[src/rtl/lbpc_pkg.sv]
package lbpc_pkg;
  // Memory layout codes; the value is what the caller drives on cfg_i.
  typedef enum logic [1:0] {
    CFG_ALL_BANKS  = 2'd0,
    CFG_BANK_A     = 2'd1,
    CFG_BANK_B     = 2'd2,
    CFG_SUBSAMPLED = 2'd3
  } lb_cfg_e;

  // Division order on the shared divider.
  typedef enum logic [1:0] {
    PL_LUMA   = 2'd0,
    PL_CHROMA = 2'd1,
    PL_ALPHA  = 2'd2
  } plane_e;

  typedef enum logic [1:0] {
    ST_IDLE,
    ST_LAUNCH,
    ST_WAIT,
    ST_FINISH
  } seq_e;
endpackage

[src/rtl/lbpc_plan.sv]
module lbpc_plan
  import lbpc_pkg::*;
#(
  parameter int W      = 14,
  parameter int DW     = 12,
  parameter int VW     = 12,
  parameter int BANK_A = 970,
  parameter int BANK_B = 1290,
  parameter int BANK_C = 484
) (
  input  logic [W-1:0]  luma_w_i,
  input  logic [W-1:0]  chroma_w_i,
  input  logic [W-1:0]  out_w_i,
  input  lb_cfg_e       cfg_i,
  input  plane_e        plane_i,
  output logic [DW-1:0] mem_words_o,
  output logic [VW-1:0] line_words_o
);
  localparam int MEM_ALL  = BANK_A + BANK_B + BANK_C;
  localparam int MEM_Y420 = BANK_A + BANK_B + 3 * BANK_C;
  localparam int MEM_C420 = BANK_A + BANK_B;

  // Narrower of viewport and output, never zero.
  function automatic logic [W-1:0] eff_len(input logic [W-1:0] vp, input logic [W-1:0] ow);
    logic [W-1:0] m;
    m = (vp < ow) ? vp : ow;
    if (m == '0) m = W'(1);
    return m;
  endfunction

  // Six pixels per memory word, rounded up.
  function automatic logic [VW-1:0] words_per_line(input logic [W-1:0] len);
    logic [W:0] t;
    t = {1'b0, len} + (W+1)'(5);
    return VW'(t / (W+1)'(6));
  endfunction

  function automatic logic [DW-1:0] mem_size(input lb_cfg_e c, input plane_e p);
    case (c)
      CFG_BANK_A: return DW'(BANK_A);
      CFG_BANK_B: return DW'(BANK_B);
      CFG_SUBSAMPLED: begin
        case (p)
          PL_LUMA:   return DW'(MEM_Y420);
          PL_CHROMA: return DW'(MEM_C420);
          default:   return DW'(MEM_ALL);
        endcase
      end
      default: return DW'(MEM_ALL);
    endcase
  endfunction

  logic [W-1:0] luma_len, chroma_len;

  always_comb begin
    luma_len     = eff_len(luma_w_i, out_w_i);
    chroma_len   = eff_len(chroma_w_i, out_w_i);
    line_words_o = words_per_line((plane_i == PL_CHROMA) ? chroma_len : luma_len);
    mem_words_o  = mem_size(cfg_i, plane_i);
  end
endmodule

[src/rtl/lbpc_divider.sv]
module lbpc_divider #(
  parameter int DW = 12,
  parameter int VW = 12
) (
  input  logic          clk,
  input  logic          rst_n,
  input  logic          go_i,
  input  logic [DW-1:0] dividend_i,
  input  logic [VW-1:0] divisor_i,
  output logic          done_o,
  output logic [DW-1:0] quot_o
);
  localparam int RW = ((DW > VW) ? DW : VW) + 1;
  localparam int CW = $clog2(DW + 1);
  localparam int PW = DW + RW + 1;

  logic [RW-1:0] rem_q, dvs_q;
  logic [DW-1:0] quo_q, dvd_q;
  logic [CW-1:0] cnt_q;
  logic          done_q;

  logic [RW-1:0] shifted;
  logic [RW:0]   diff;
  logic          fits;

  always_comb begin
    shifted = {rem_q[RW-2:0], quo_q[DW-1]};
    diff    = {1'b0, shifted} - {1'b0, dvs_q};
    fits    = ~diff[RW];
  end

  always_ff @(posedge clk or negedge rst_n) begin
    if (!rst_n) begin
      rem_q  <= '0;
      dvs_q  <= '0;
      quo_q  <= '0;
      dvd_q  <= '0;
      cnt_q  <= '0;
      done_q <= 1'b0;
    end else begin
      done_q <= 1'b0;
      if (go_i) begin
        rem_q <= '0;
        quo_q <= dividend_i;
        dvd_q <= dividend_i;
        dvs_q <= RW'(divisor_i);
        cnt_q <= CW'(DW);
      end else if (cnt_q != '0) begin
        rem_q <= fits ? diff[RW-1:0] : shifted;
        quo_q <= {quo_q[DW-2:0], fits};
        cnt_q <= cnt_q - CW'(1);
        if (cnt_q == CW'(1)) done_q <= 1'b1;
      end
    end
  end

  assign done_o = done_q;
  assign quot_o = quo_q;

  // floor division identity holds when the quotient is handed over
  a_r4_div_identity: assert property (@(posedge clk) disable iff (!rst_n)
    done_q |-> (PW'(quo_q) * PW'(dvs_q) + PW'(rem_q) == PW'(dvd_q)));

  // remainder stays below the divisor
  a_r4_rem_below_divisor: assert property (@(posedge clk) disable iff (!rst_n)
    done_q |-> (rem_q < dvs_q));
endmodule

[src/rtl/lb_part_calc.sv]
module lb_part_calc
  import lbpc_pkg::*;
#(
  parameter int W        = 14,
  parameter int BANK_A   = 970,
  parameter int BANK_B   = 1290,
  parameter int BANK_C   = 484,
  parameter int LINE_CAP = 64
) (
  input  logic                                clk,
  input  logic                                rst_n,
  input  logic                                start_i,
  input  logic [W-1:0]                        luma_vp_w_i,
  input  logic [W-1:0]                        chroma_vp_w_i,
  input  logic [W-1:0]                        out_rect_w_i,
  input  logic [1:0]                          cfg_i,
  input  logic                                alpha_en_i,
  output logic [$clog2(LINE_CAP+1)-1:0]       luma_lines_o,
  output logic [$clog2(LINE_CAP+1)-1:0]       chroma_lines_o,
  output logic                                done_o
);
  localparam int MEM_MAX = BANK_A + BANK_B + 3 * BANK_C;
  localparam int DW      = $clog2(MEM_MAX + 1);
  localparam int VW      = $clog2(((2**W - 1) + 5) / 6 + 1);
  localparam int OW      = $clog2(LINE_CAP + 1);

  seq_e    state_q;
  plane_e  plane_q;
  lb_cfg_e cfg_q;
  logic [W-1:0]  vpy_q, vpc_q, ow_q;
  logic          ae_q;
  logic [DW-1:0] qy_q, qc_q, qa_q;
  logic [OW-1:0] luma_q, chroma_q;
  logic          done_q;

  logic [DW-1:0] mem_words;
  logic [VW-1:0] line_words;
  logic          div_go, div_done;
  logic [DW-1:0] div_quot;
  logic          accept_w, capture_w;
  logic [DW-1:0] luma_pick;

  function automatic logic [OW-1:0] cap(input logic [DW-1:0] q);
    if (q > DW'(LINE_CAP)) return OW'(LINE_CAP);
    return OW'(q);
  endfunction

  assign accept_w  = (state_q == ST_IDLE) && start_i;
  assign div_go    = (state_q == ST_LAUNCH);
  assign capture_w = (state_q == ST_WAIT) && div_done;
  assign luma_pick = (ae_q && (qa_q < qy_q)) ? qa_q : qy_q;

  lbpc_plan #(
    .W(W), .DW(DW), .VW(VW),
    .BANK_A(BANK_A), .BANK_B(BANK_B), .BANK_C(BANK_C)
  ) u_plan (
    .luma_w_i     (vpy_q),
    .chroma_w_i   (vpc_q),
    .out_w_i      (ow_q),
    .cfg_i        (cfg_q),
    .plane_i      (plane_q),
    .mem_words_o  (mem_words),
    .line_words_o (line_words)
  );

  lbpc_divider #(.DW(DW), .VW(VW)) u_div (
    .clk        (clk),
    .rst_n      (rst_n),
    .go_i       (div_go),
    .dividend_i (mem_words),
    .divisor_i  (line_words),
    .done_o     (div_done),
    .quot_o     (div_quot)
  );

  always_ff @(posedge clk or negedge rst_n) begin
    if (!rst_n) begin
      state_q  <= ST_IDLE;
      plane_q  <= PL_LUMA;
      cfg_q    <= CFG_ALL_BANKS;
      vpy_q    <= '0;
      vpc_q    <= '0;
      ow_q     <= '0;
      ae_q     <= 1'b0;
      qy_q     <= '0;
      qc_q     <= '0;
      qa_q     <= '0;
      luma_q   <= '0;
      chroma_q <= '0;
      done_q   <= 1'b0;
    end else begin
      done_q <= 1'b0;
      case (state_q)
        ST_IDLE: begin
          if (accept_w) begin
            vpy_q   <= luma_vp_w_i;
            vpc_q   <= chroma_vp_w_i;
            ow_q    <= out_rect_w_i;
            cfg_q   <= lb_cfg_e'(cfg_i);
            ae_q    <= alpha_en_i;
            plane_q <= PL_LUMA;
            state_q <= ST_LAUNCH;
          end
        end
        ST_LAUNCH: state_q <= ST_WAIT;
        ST_WAIT: begin
          if (capture_w) begin
            case (plane_q)
              PL_LUMA:   qy_q <= div_quot;
              PL_CHROMA: qc_q <= div_quot;
              default:   qa_q <= div_quot;
            endcase
            if (plane_q == PL_ALPHA) begin
              state_q <= ST_FINISH;
            end else begin
              plane_q <= plane_e'(plane_q + 2'd1);
              state_q <= ST_LAUNCH;
            end
          end
        end
        default: begin
          luma_q   <= cap(luma_pick);
          chroma_q <= cap(qc_q);
          done_q   <= 1'b1;
          state_q  <= ST_IDLE;
        end
      endcase
    end
  end

  assign luma_lines_o   = luma_q;
  assign chroma_lines_o = chroma_q;
  assign done_o         = done_q;

  // both results respect the ceiling
  a_r6_ceiling: assert property (@(posedge clk) disable iff (!rst_n)
    done_o |-> (luma_lines_o <= OW'(LINE_CAP)) && (chroma_lines_o <= OW'(LINE_CAP)));

  // with alpha present the luma result never exceeds the capped alpha count
  a_r5_alpha_bound: assert property (@(posedge clk) disable iff (!rst_n)
    (done_o && ae_q) |-> (luma_lines_o <= cap(qa_q)));

  // strobe lasts one cycle
  a_r7_single_strobe: assert property (@(posedge clk) disable iff (!rst_n)
    done_o |=> !done_o);

  // latched request stays frozen while busy
  a_r8_start_ignored: assert property (@(posedge clk) disable iff (!rst_n)
    (state_q != ST_IDLE) |=> $stable(vpy_q) && $stable(vpc_q) && $stable(ow_q)
                             && $stable(cfg_q) && $stable(ae_q));

  // results move only together with the strobe
  a_r9_hold: assert property (@(posedge clk) disable iff (!rst_n)
    !done_o |-> $stable(luma_lines_o) && $stable(chroma_lines_o));
endmodule

[config.mk]
export PLATFORM = sky130hd
export DESIGN_NAME = lb_part_calc
export DESIGN_NICKNAME = d
export VERILOG_FILES = /design/src/rtl/lbpc_pkg.sv /design/src/rtl/lbpc_plan.sv /design/src/rtl/lbpc_divider.sv /design/src/rtl/lb_part_calc.sv
export SDC_FILE = /design/constraint.sdc
export NUM_CORES = 1
export LEC_CHECK = 0
export ABC_AREA = 1
export ABC_CLOCK_PERIOD_IN_PS = 14190
export BUFFER_PORTS_ARGS = -buffer_cell sky130_fd_sc_hd__buf_2
export CAP_MARGIN = 15
export CORE_ASPECT_RATIO = 0.9
export CORE_UTILIZATION = 60
export CTS_CLUSTER_DIAMETER = 100
export DETAILED_ROUTE_END_ITERATION = 8
export GPL_TIMING_DRIVEN = 0
export PLACE_DENSITY = 0.79
export SYNTH_ARGS = -nofsm -noshare
export SYNTH_HDL_FRONTEND = slang
export SYNTH_SLANG_ARGS = --single-unit
export TNS_END_PERCENT = 50
[constraint.sdc]
create_clock -name clk -period 14.19 [get_ports clk]
set_clock_uncertainty 0.1 [all_clocks]
set_input_delay 0 -clock clk [delete_from_list [all_inputs] [get_ports clk]]
set_output_delay 0 -clock clk [all_outputs]
set_load 0.02 [all_outputs]
# --- Word level (Yosys, flattened, before mapping) ---
# Cells that the tools add are included.
op_classes:
  reduce_logical: 18
  bitwise: 2
  add_sub_neg: 4
  magnitude_cmp: 5
  n_mux: 35
  n_eq_ne: 11
  n_div: 1
op_table:
  columns: ["cell", "count"]
  rows:
  - ["12-bit two-way mux", 6]
  - ["14-bit two-way mux", 5]
  - ["12-bit one-hot mux with 3 select lines", 1]
  - ["14-bit zero test", 2]
  - ["14-bit < comparator", 2]
  - ["7-bit two-way mux", 4]
  - ["12-bit by 7-bit > comparator with 1-bit output, second input constant", 2]
  - ["11-bit one-hot mux with 2 select lines", 1]
  - ["14-bit by 3-bit adder with 15-bit output, second input constant", 1]
  - ["15-bit by 3-bit divider with 15-bit output, second input constant", 1]
  - ["13-bit by 12-bit subtractor with 14-bit output", 1]
  - ["12-bit < comparator", 1]
  - ["2-bit two-way mux", 6]
  - ["3-bit AND reduction", 3]
  - ["2-bit equality test, second input constant", 4]
  - ["1-bit two-way mux", 8]
  - ["4-bit two-way mux", 2]
  - ["2-bit by 1-bit equality test with 1-bit output, second input constant", 3]
  - ["2-bit inequality test, second input constant", 3]
  - ["2-bit one-hot mux with 3 select lines", 1]
  - ["4-bit by 1-bit equality test with 1-bit output, second input constant", 1]
  - ["2-bit zero test", 2]
  - ["2-bit one-hot mux with 2 select lines", 1]
  - ["2-bit AND reduction", 2]
  - ["9 further kinds", 13]
totals:
  out_inout_bits: 15
  regBits: 141
  wordCells: 94
  in_bits: 48

# --- Longest topological paths before layout ---
logic_depth:
  ltp_word: 7
  mapped_depth: 58

# --- Modules after synthesis ---
# A second synthesis with hierarchy kept.
unflattened:
  cells_unflattened: 1292
  area_unflattened_um2: 9755.6
modules_own_cells:
  columns: ["module", "instances", "cells_each", "area_each_um2", "seq_area_each_um2"]
  rows:
  - ["lb_part_calc", 1, 421, 4365.4, 2502.4]
  - ["lbpc_plan", 1, 512, 2700.1, 0.0]
  - ["lbpc_divider", 1, 359, 2690.1, 1026.0]

# --- Least setup slack after synthesis ---
# Ideal clock, no wire load.
synth_path:
  path_kind: "reg-to-reg"
  from: "register ow_q[11]"
  to: "register u_div.dvs_q[0]"
  path_stages_with_launch: 53
  setup_time_ns: 0.116
  arrival_ns: 5.012
  n_path_buf: 1
  slack_ns: 8.962
  path_cell_list: "dfrtp_1 > inv_1 > ha_1 > a21oi_1 > o21ai_1 > nor2_2 > nand2_4 > buf_6 > nand2_1 > nand2_1 > nor2_1 > nand2_1 > nor2_1 > nand2_1 > nand2_1 > nand2_1 > inv_1 > ha_1 > (+17 left out) > a21oi_2 > nand3_1 > nand2_1 > inv_2 > o21ai_2 > nand2_2 > o21ai_1 > nand2_2 > o21ai_2 > nand2_2 > o21ai_2 > nand2_2 > o21ai_1 > inv_1 > nand3_1 > nand2_1 > nand2_1 > nand2_1"
synth_between:
  elab_chain_cells: 7
synth_rtl:
  columns: ["item", "line", "source"]
  rows:
  - ["start, declared", "lb_part_calc.sv:30", "logic [W-1:0] vpy_q, vpc_q, ow_q;"]
  - ["start signal, assigned", "lb_part_calc.sv:98", "ow_q <= out_rect_w_i;"]
  - ["14-bit < comparator", "lbpc_plan.sv:26", "m = (vp < ow) ? vp : ow;"]
  - ["14-bit two-way mux", "lbpc_plan.sv:26", null]
  - ["14-bit zero test", "lbpc_plan.sv:27", "if (m == '0) m = W'(1);"]
  - ["14-bit two-way mux", "lbpc_plan.sv:27", null]
  - ["14-bit two-way mux (*)", "lbpc_plan.sv:58", "line_words_o = words_per_line((plane_i == PL_CHROMA) ? chroma_len : luma_len);"]
  - ["14-bit by 3-bit adder with 15-bit output (*)", "lbpc_plan.sv:34", "t = {1'b0, len} + (W+1)'(5);"]
  - ["15-bit by 3-bit divider with 15-bit output (*)", "lbpc_plan.sv:35", "return VW'(t / (W+1)'(6));"]
  - ["end signal, assigned", "lbpc_divider.sv:46", "dvs_q <= RW'(divisor_i);"]
  - ["end, declared", "lbpc_divider.sv:17", "logic [RW-1:0] rem_q, dvs_q;"]
# Mark *: on every way between the ends. The rest lies on a longest branch, timed or not.
# A chain may end at the register's enable or synchronous reset.

# --- Final worst setup path ---
layout_path:
  from: "register ow_q[9]"
  to: "register u_div.dvs_q[0]"
# The elaborated chain is that of the path after synthesis.

==> results.py <==
metrics = {
    "outcome": {
        "outcome": "finished, final reports clean",
    },
    "yosys": {
        "synth_area_per_cell_um2": 7.89,
        "synthArstFlopShare": 1.00,
        "ys_seq_elements": 141,
        "ys_warn_count": 0,
        "synth_cells": 1108,
        "synth_edf_count": 0,
        "syn_area_mm2": 0.00874,
        "synth_ff_type": "dfrtp_1",
        "ys_types": 49,
        "synth_nets": 1220,
        "ys_seq_area_frac": 0.403,
    },
    "placement": {
        "place_ws_ns": 8.21,
        "port_buffers": 62,
        "dp_hpwl_um": 15300,
        "gp_congestion": 0.923,
    },
    "route": {
        "drtIter0Drc": 503,
        "routed_via_density": 5.52,
        "routedWlPerCell_um": 15.2,
        "ant_nets": 0,
        "first_pass_iters": 5,
        "vias": 7960,
        "drc": 0,
        "totalWireLength_um": 21900,
    },
    "clock_tree": {
        "clockRootBuffer": "clkbuf_16",
        "cts_buffers": 17,
        "cts_resized": 0,
        "tritoncts": "yes",
        "h-tree-depth": 4,
        "cts_sinks": 141,
        "clk_path_buf_depth": 2,
        "insertion_delay_ns": 0.43,
        "path_clk_slew_ns": 0.06,
    },
    "timing": {
        "slew_headroom": 0.472,
        "holdWs_ns": 0.0159,
        "setup_violations": 0,
        "period_share": 0.435,
        "rsz0062_at_grt": "false",
        "worst_pin_slew_ns": 0.793,
        "period_needed_ns": 6.18,
        "fmax_mhz": 162,
        "setup_slack_ns": 8.01,
        "hold_viol_final": 0,
        "tns_ns": 0,
        "finalMaxSlewViolations": 0,
    },
    "cells_and_area": {
        "multiInputGateArea_mm2": 0.00450,
        "antennaDiodeCount": 0,
        "fillers": 1037,
        "nNetsFinal": 1348,
        "layout-drive-gt1-share": 0.151,
        "regArea_mm2": 0.00353,
        "utilization": 0.735,
        "syn2layout_area_growth_pct": 18.6,
    },
    "setup_path": {
        "r2r_start": "ow_q[9]",
        "worst_setup_path_end_kind": "register",
        "slowest_stage": "dfrtp_1",
        "arrival_ns": 6.40,
        "cpMostUsedCell": "nand2_1",
        "worstPathRequired_ns": 14.41,
        "cp_max_fo": 10,
        "crit_type": "reg -> reg",
        "crit_path_max_incr_delay_ns": 0.38,
        "crit_start": "ow_q[9]",
        "critPathLaunchType": "register",
    },
    "die": {
        "die_y_um": 117,
        "die_area_mm2": 0.0151,
        "start_util": 0.620,
        "core_mm2": 0.0141,
        "io_pins": 63,
        "fp.dieW_um": 129,
        "row_count": 41,
    },
    "global_routing": {
        "grt_pass1_vias": 7927,
        "grt_overflow": 0,
        "grt_pass1_wl_um": 37100,
        "grt_max_degree": 84,
        "antenna_found_initial": 0,
        "grtUsageTotal": 0.320,
    },
    "pwr": {
        "total_power_uw": 869,
        "p_leak_uw": 0.00561,
        "powerDensity_mw_per_mm2": 83.8,
        "ir_worst_vdd_uv": 79.8,
    },
    "worst_hold_path": {
        "hold_path_class": "in -> async",
    },
    "job": {
        "cap_violations": 0,
    },
}
-- cells in the final DEF, fill, tap and decap left out, types with 11 or more instances in the layout --
master / instances
inv_1: 137
xor2_1: 11
dlygate4sd3_1: 46
o31ai_1: 11
nand2_1: 268
ha_1: 63
mux2_2: 28
nor2_1: 81
clkbuf_1: 23
o21ai_0: 93
o21ai_1: 11
buf_2: 63
clkbuf_16: 17
dfrtp_1: 141
nand2_2: 17
nand3_1: 73
a21oi_1: 44
-- state kept, by name (all words and copies together) (netlist names) --
| signal | cells |
|---|---|
| ow_q | 14 |
| vpc_q | 14 |
| vpy_q | 14 |
| qa_q | 12 |
| qc_q | 12 |
| qy_q | 12 |
| u_div.dvs_q | 12 |
| u_div.quot_o | 12 |
| u_div.rem_q | 12 |
| chroma_lines_o | 7 |
| luma_lines_o | 7 |
| u_div.cnt_q | 4 |
| cfg_q | 2 |
| plane_q | 2 |
| state_q | 2 |
| ae_q | 1 |
| done_o | 1 |
| u_div.done_o | 1 |
-- per-stage QoR --
stage | instances | area [um^2]
after global placement | 1363 | 9300
after global routing | 1442 | 10400
after CTS | 1442 | 10400
final | 1442 | 10400
after floorplan | 1108 | 8740
after detailed placement | 1364 | 9330
-- worst max-delay path, delay by kind of cell (launching register included) --
kind	cells	cell delay, ns
AOI/OAI and AO/OA	6	1.12
adders and majority gates	2	0.51
buffers and inverters	6	0.52
DFF	1	0.38
and+or+nand+nor	40	3.44
-- layer usage --
layer / up-vias / track usage / wire [um]
met5: - / 0 / 0
met4: 0 / 0.123 / 567
met1: 3764 / 0.392 / 9480
met3: 49 / 0.0605 / 1260
met2: 252 / 0.560 / 10600
li1: 3895 / - / -
-- cell families (layout without fill, tap and decap cells) --
family,after synthesis,in the layout,share of synthesized area
AOI/OAI and AO/OA,202,202,0.133
xor gates and xnor gates,15,15,0.0150
adders and majority gates,64,64,0.0924
buffers and inverters,180,321,0.0823
DFF,141,141,0.403
muxes,28,28,0.0361
and+or+nand+nor,478,478,0.238
-- synthesized netlist by cell type, types with 10 or more instances --
| master | count | area share |
|---|---|---|
| nand2_1 | 268 | 0.12 |
| nand2_2 | 17 | 0.012 |
| o21ai_1 | 11 | 0.0063 |
| o31ai_1 | 11 | 0.0094 |
| xor2_1 | 11 | 0.011 |
| ha_1 | 63 | 0.090 |
| inv_1 | 137 | 0.059 |
| inv_2 | 10 | 0.0043 |
| nand3_1 | 73 | 0.042 |
| a21oi_1 | 44 | 0.025 |
| nor2_1 | 81 | 0.035 |
| dfrtp_1 | 141 | 0.40 |
| o21ai_0 | 93 | 0.053 |
| clkbuf_1 | 23 | 0.0099 |
| mux2_2 | 28 | 0.036 |
-- where the power goes --
part           switching, uW  leakage, uW  internal [uW]
sequential                 0      0.00175            402
clock                    194     0.000277            247
combinational           11.8      0.00359           13.8
total                    206      0.00561            663
-- timing repair --
action / CTS / global route
hold buffers: 46 / 0
setup endpoints to repair: 0 / 0
hold endpoints to repair: 186 / 0
setup buffers: 0 / 0
-- layout make-up --
class	count	share of cell area
Multi-Input combinational cell	787	0.434
Buffer	32	0.0158
Clock buffer	17	0.0410
Tap cell	193	0.0233
Clock inverter	15	0.0147
Inverter	148	0.0536
Timing Repair Buffer	109	0.0776
Sequential cell	141	0.340
-- path summary, 6_finish.rpt --
check	endpoint	depth (start not counted)	slack [ns]
max	u_div.dvs_q[0]	54	8.01
max in group asynchronous	u_div.rem_q[1]	3	13.15
min reg2reg	luma_lines_o[4]	2	0.38
min	chroma_lines_o[3]	2	0.02
max reg2reg	u_div.dvs_q[0]	54	8.01
min in group clk	vpc_q[5]	3	0.23
Power figures use the tool's default switching activity.
